[src/rtl/nand_ecc_gen.sv]
module nand_ecc_gen #(
  parameter int BYTE_W   = 8,
  parameter int CHUNK_AW = 8,
  localparam int BIT_AW  = $clog2(BYTE_W),
  localparam int PW      = CHUNK_AW + BIT_AW
) (
  input  logic              clk,
  input  logic              rst_n,
  input  logic              clr_i,
  input  logic              byte_vld_i,
  input  logic [BYTE_W-1:0] byte_i,
  input  logic              big_page_i,
  output logic [PW-1:0]     lo_true_o,
  output logic [PW-1:0]     lo_comp_o,
  output logic [PW-1:0]     hi_true_o,
  output logic [PW-1:0]     hi_comp_o
);

  logic [CHUNK_AW:0] cnt;
  logic [PW-1:0]     fold_t, fold_c;
  logic              upper;

  assign upper = big_page_i & cnt[CHUNK_AW];

  always_comb begin
    fold_t = '0;
    fold_c = '0;
    for (int b = 0; b < BYTE_W; b++) begin
      if (byte_i[b]) begin
        fold_t = fold_t ^ {cnt[CHUNK_AW-1:0], BIT_AW'(b)};
        fold_c = fold_c ^ ~{cnt[CHUNK_AW-1:0], BIT_AW'(b)};
      end
    end
  end

  always_ff @(posedge clk or negedge rst_n) begin
    if (!rst_n) begin
      cnt       <= '0;
      lo_true_o <= '0;
      lo_comp_o <= '0;
      hi_true_o <= '0;
      hi_comp_o <= '0;
    end else if (clr_i) begin
      cnt       <= '0;
      lo_true_o <= '0;
      lo_comp_o <= '0;
      hi_true_o <= '0;
      hi_comp_o <= '0;
    end else if (byte_vld_i) begin
      cnt <= cnt + 1'b1;
      if (upper) begin
        hi_true_o <= hi_true_o ^ fold_t;
        hi_comp_o <= hi_comp_o ^ fold_c;
      end else begin
        lo_true_o <= lo_true_o ^ fold_t;
        lo_comp_o <= lo_comp_o ^ fold_c;
      end
    end
  end

endmodule


[config.mk]
export PLATFORM = sky130hd
export DESIGN_NAME = nand_ecc_gen
export DESIGN_NICKNAME = d
export VERILOG_FILES = /design/src/rtl/nand_ecc_gen.sv
export SDC_FILE = /design/constraint.sdc
export NUM_CORES = 1
export LEC_CHECK = 0
export CAP_MARGIN = 20
export CORE_MARGIN = 1
export CORE_UTILIZATION = 40
export CTS_CLUSTER_SIZE = 10
export DETAILED_ROUTE_END_ITERATION = 8
export GPL_TIMING_DRIVEN = 0
export PLACE_DENSITY = 0.78
export SKIP_LAST_GASP = 1
export SLEW_MARGIN = 40
export SYNTH_ARGS = -nofsm -noshare
export SYNTH_HDL_FRONTEND = slang
export SYNTH_SLANG_ARGS = --single-unit
[constraint.sdc]
create_clock -name clk -period 1.78 [get_ports clk]
set_input_delay 0.356 -clock clk [delete_from_list [all_inputs] [get_ports clk]]
set_output_delay 0.356 -clock clk [all_outputs]
set_load 0.02 [all_outputs]
# Word level (Yosys, flattened, before mapping)
# Index checks and enable logic that the tools add are counted.
[word_totals]
mem_count = 0
wordCells = 68
ram_bits = 0
latchBits = 0
romBits = 0
regBits = 53
[classes]
bitwise_logic = 27
n_reduce_logical = 4
n_eq_ne = 1
magnitude_cmp = 0
n_mul = 0
n_div = 0
addsub = 1
shifts = 0
mux = 30
[ops]
columns = ["operator", "count"]
rows = [
  ["2-to-1 mux 11 bit", 28],
  ["XOR 11 bit", 18],
  ["NOT 11 bit", 8],
  ["2-to-1 mux 9 bit", 2],
  ["adder 9 x 1 -> 9 bit, second input constant", 1],
  ["AND reduction 2 bit", 2],
  ["nonzero test 2 bit", 2],
  ["!= test 2 bit, second input constant", 1],
  ["AND 1 bit", 1],
]

# Logic depth before layout (Yosys ltp)
[logic_depth]
word_depth = 20
ltp_mapped = 7
depth_no_buf = 5

# Worst setup path before layout
# Ideal clock, no wire load.
[synth_path]
kind = "input -> register"
from = "in byte_i[2]"
to = "reg hi_true_o[6]"
setup_time_ns = 0.078
required_time_ns = 1.702
path_buffers = 2
arrival_time_ns = 1.749
cell_stages = 7
path_slack_ns = -0.047
path_cell_list = "xnor2_1 xnor2_1 xnor2_1 clkbuf_1 buf_2 o21ai_0 a21oi_1"
[synth_between]
elab_chain_cells = 15
[synth_rtl]
columns = ["item", "line", "rtl"]
rows = [
  ["start: declaration", "11", "input logic [BYTE_W-1:0] byte_i,"],
  ["2-to-1 mux 11 bit (*)", "29", "if (byte_i[b]) begin"],
  ["XOR 11 bit", "30", "fold_t = fold_t ^ {cnt[CHUNK_AW-1:0], BIT_AW'(b)};"],
  ["2-to-1 mux 11 bit (*)", "29", ""],
  ["XOR 11 bit", "30", ""],
  ["2-to-1 mux 11 bit (*)", "29", ""],
  ["XOR 11 bit", "30", ""],
  ["2-to-1 mux 11 bit (*)", "29", ""],
  ["XOR 11 bit", "30", ""],
  ["2-to-1 mux 11 bit (*)", "29", ""],
  ["XOR 11 bit", "30", ""],
  ["2-to-1 mux 11 bit (*)", "29", ""],
  ["XOR 11 bit (*)", "52", "hi_true_o <= hi_true_o ^ fold_t;"],
  ["2-to-1 mux 11 bit (*)", "51", "if (upper) begin"],
  ["2-to-1 mux 11 bit (*)", "49", "end else if (byte_vld_i) begin"],
  ["2-to-1 mux 11 bit (*)", "43", "end else if (clr_i) begin"],
  ["end signal: assignment", "52", ""],
  ["end: declaration", "15", "output logic [PW-1:0] hi_true_o,"],
]
# Mark *: on every way between the ends. The rest lies on a longest branch, timed or not. The select of a mux whose other input is x is not followed.
# A chain may end at the register's enable or synchronous reset.

# Worst setup path in the final report
[layout_path]
from = "in byte_i[7]"
to = "reg lo_comp_o[9]"
[layout_between]
elab_chain_cells = 5
[layout_rtl]
columns = ["item", "line", "rtl"]
rows = [
  ["2-to-1 mux 11 bit", "29", ""],
  ["XOR 11 bit", "56", "lo_comp_o <= lo_comp_o ^ fold_c;"],
  ["2-to-1 mux 11 bit", "51", ""],
  ["2-to-1 mux 11 bit", "49", ""],
  ["2-to-1 mux 11 bit", "43", ""],
  ["end signal: assignment", "56", ""],
  ["end: declaration", "14", "output logic [PW-1:0] lo_comp_o,"],
]
# Every way passes these cells. The select of a mux whose other input is x is not followed.

==> metrics.md <==
| Metric | Value |
|---|---|
| Status | `finished clean` |
| Relative slew slack | `51.1%` |
| Routability congestion estimate | `0.850` |
| WP buf/inv | `3` |
| Least-Margin Pin Slew | `0.733 ns` |
| WP data required | `1.96 ns` |
| Layout cells sized above 1 | `20.5%` |
| Chip Height | `83.1 um` |
| Crit path largest cell delay | `0.30 ns` |
| Max clock buf depth | `2` |
| Root buf cell | `clkbuf_8` |
| Htree depth | `2` |
| Num ports | `57` |
| M2 GR Usage | `37.6%` |
| VDD IR max | `491 uV` |
| Final Max Tran Viols | `0` |
| M1 GR Usage | `30.6%` |
| Worst hold path startpoint | `clr_i` |
| Worst EP arrival | `1.94 ns` |
| CP cell instances | `clkdlybuf4s15_2 -> xnor2_2 -> xnor2_4 -> xnor2_4 -> buf_8 -> buf_4 -> o31ai_1 -> a21oi_1` |
| Final Core Density | `58.2%` |
| Multi-input combinational cell area | `1370 um2` |
| CTS tree | `built` |
| Syn avg cell area | `9.42 um2` |
| Synth Register Bits | `53` |
| Port bufs | `53` |
| Post-route cell area | `3700 um2` |
| Max cap viols | `0` |
| Core area | `6350 um2` |
| Top post-synthesis cells by area | `dfrtp_1 50%, a21oi_1 7.8%, xnor2_1 6.0%` |
| Vias in the first global route | `2516` |
| Fin crit period | `1.77 ns` |
| Setup-failing EPs final | `0` |
| Fill count | `513` |
| Synth top area share | `50.5%` |
| Die width | `83.1 um` |
| Critical register-to-register path startpoint | `cnt[8]` |
| Dpl ws | `-0.930 ns` |
| Area grow syn2layout | `40.7%` |
| Post-Route WL | `8060 um` |
| Post-synth cell types | `20` |
| Initial antenna violation count | `0` |
| Synth area leader | `dfrtp_1` |
| Reg area | `1330 um2` |
| Synth Instances | `279` |
| Total CTS buffers | `5` |
| Cell leakage power | `0.00143 uW` |
| DR iter-0 viols | `256` |
| Crit Path Class | `in2reg` |
| Period Utilization, post-route | `99.2%` |
| Crit path max-delay family | `XOR/XNOR gates` |
| Worst min-delay path class | `in2reg` |
| Initial Utilization | `41.4%` |
| GRT Util Overall | `23.3%` |
| Syn nets | `293` |
| GRT busiest layer | `met2` |
| GRT overflow | `0` |
| Final hold vios | `0` |
| PwrDens | `896 nW/um2` |
| Worst-Skew Late Latency | `0.32 ns` |
| Worst setup startpoint | `byte_i[7]` |
| TNS Setup | `0 ns` |
| Antenna-violating nets left | `0` |
| Largest fanout on the critical path | `10` |
| Synth warn | `0` |
| Final worst slack | `0.0145 ns` |
| Std cell rows | `29` |
| # diodes | `0` |
| # nets final | `364` |
| CTS Sinks | `53` |
| Largest net degree at the start of global routing | `29` |
| Max Clk Rate | `566 MHz` |
| GRT met3 Usage | `6.16%` |
| Slowest CP cell | `o31ai_1` |
| Total die area | `6900 um2` |
| Layout Skew | `0.00912 ns` |
| DR vias | `2572` |
| Detail Placement HPWL | `4920 um` |
| First-pass DRT Iterations | `4` |
| CP Launch Type | `input pin` |
| CP most frequent cell | `xnor2_4` |
| Clock transition at path regs | `0.11 ns` |
| Post-Syn Area | `2630 um2` |
| Seq/Total Area, Yosys | `50.5%` |
| Dpl cell area | `3290 um2` |
| Vias per cell | `6.01` |
| Global-route wire length before repair | `12900 um` |
| DR WL/cell | `18.8 um` |
| Hold_ws | `0.446 ns` |
| CP Capture Type | `flop` |
| Remaining DRCs | `0` |
cells in the mapped netlist:
library cell	instances
ha_1	1
mux2i_1	1
dfrtp_1	53
xnor2_1	18
nand4_1	10
and2_1	1
o31ai_1	17
buf_2	2
buf_1	1
nor3_1	1
nand2b_1	1
or3_1	24
or4_1	17
nand3_1	4
a21oi_1	41
nand2_1	14
xor2_1	8
clkbuf_1	26
o21ai_0	24
nor2_1	15
layout make-up:
cell class              instances  area share, %
clock buffers                   6           2.23
plain buffers                  25           3.93
well taps                      77           2.61
flip-flops and latches         53           35.9
repair buffers                 67           17.2
multi-input cells             198           37.1
clock inverters                 2           1.02
cells in the final DEF, fill, tap and decap left out, types with 5 or more instances in the layout:
cell / instances
a21oi_1: 33
a21oi_2: 8
buf_4: 11
clkbuf_1: 13
clkbuf_2: 9
clkbuf_8: 6
clkdlybuf4s50_1: 44
dfrtp_1: 52
nand2_1: 13
nand4_1: 10
nor2_1: 15
o21ai_0: 24
o31ai_1: 10
o31ai_2: 7
or3_1: 24
or4_1: 12
or4_4: 5
xnor2_1: 11
xnor2_2: 6
xor2_1: 8
report_power, final:
part / total, uW / switching, uW / internal (uW)
Clock: 890 / 431 / 458
Sequential: 1320 / 59.1 / 1260
Combinational: 1100 / 591 / 507
Total: 3310 / 1080 / 2230
per-stage QoR:
stage / total power (uW) / cells
6_report: 3310 / 428
5_1_grt: 3420 / 428
4_1_cts: 3190 / 426
3_5_place_dp: 2070 / 410
3_3_place_gp: 2050 / 409
2_1_floorplan: 1760 / 279
kinds of logic (layout without fill, tap and decap cells):
kind of cell | count (synthesis) | after routing | synth area share, %
buf+inv | 29 | 100 | 4.24
xor+xnor | 26 | 27 | 8.67
flops | 53 | 53 | 50.5
compound gates | 82 | 82 | 17.2
simple gates | 87 | 87 | 18.5
mux | 1 | 1 | 0.381
fa+ha+maj | 1 | 1 | 0.476
routing by layer:
layer  routed length [um]  vias up
li1                     -     1154
met1                 3320     1256
met2                 3810      136
met3                  705       26
met4                  219        0
met5                    0        -
flip-flops by register name, summed over array words and instances (netlist names):
name and cells:
cnt 9, lo_comp_o 11, lo_true_o 11, hi_true_o 11, hi_comp_o 11
timing repair:
item	in CTS	in global routing
hold buffers	1	0
setup buffers	6	4
resized for setup	38	45
gates cloned	3	0
pin swaps	9	10
setup endpoints to repair	43	38
endpoints found under the hold margin	27	0
final timing paths:
path                           endpoint  slack, ns  cells past startpoint
min                        hi_true_o[2]       0.45                      2
max                        lo_comp_o[9]       0.01                      8
max reg2reg                lo_comp_o[9]       0.03                      6
min reg2reg                lo_true_o[0]       0.55                      2
max in group asynchronous        cnt[8]       0.80                      3
min in group asynchronous  lo_true_o[2]       0.50                      2
No activity file was read; power rests on OpenSTA's default activity.
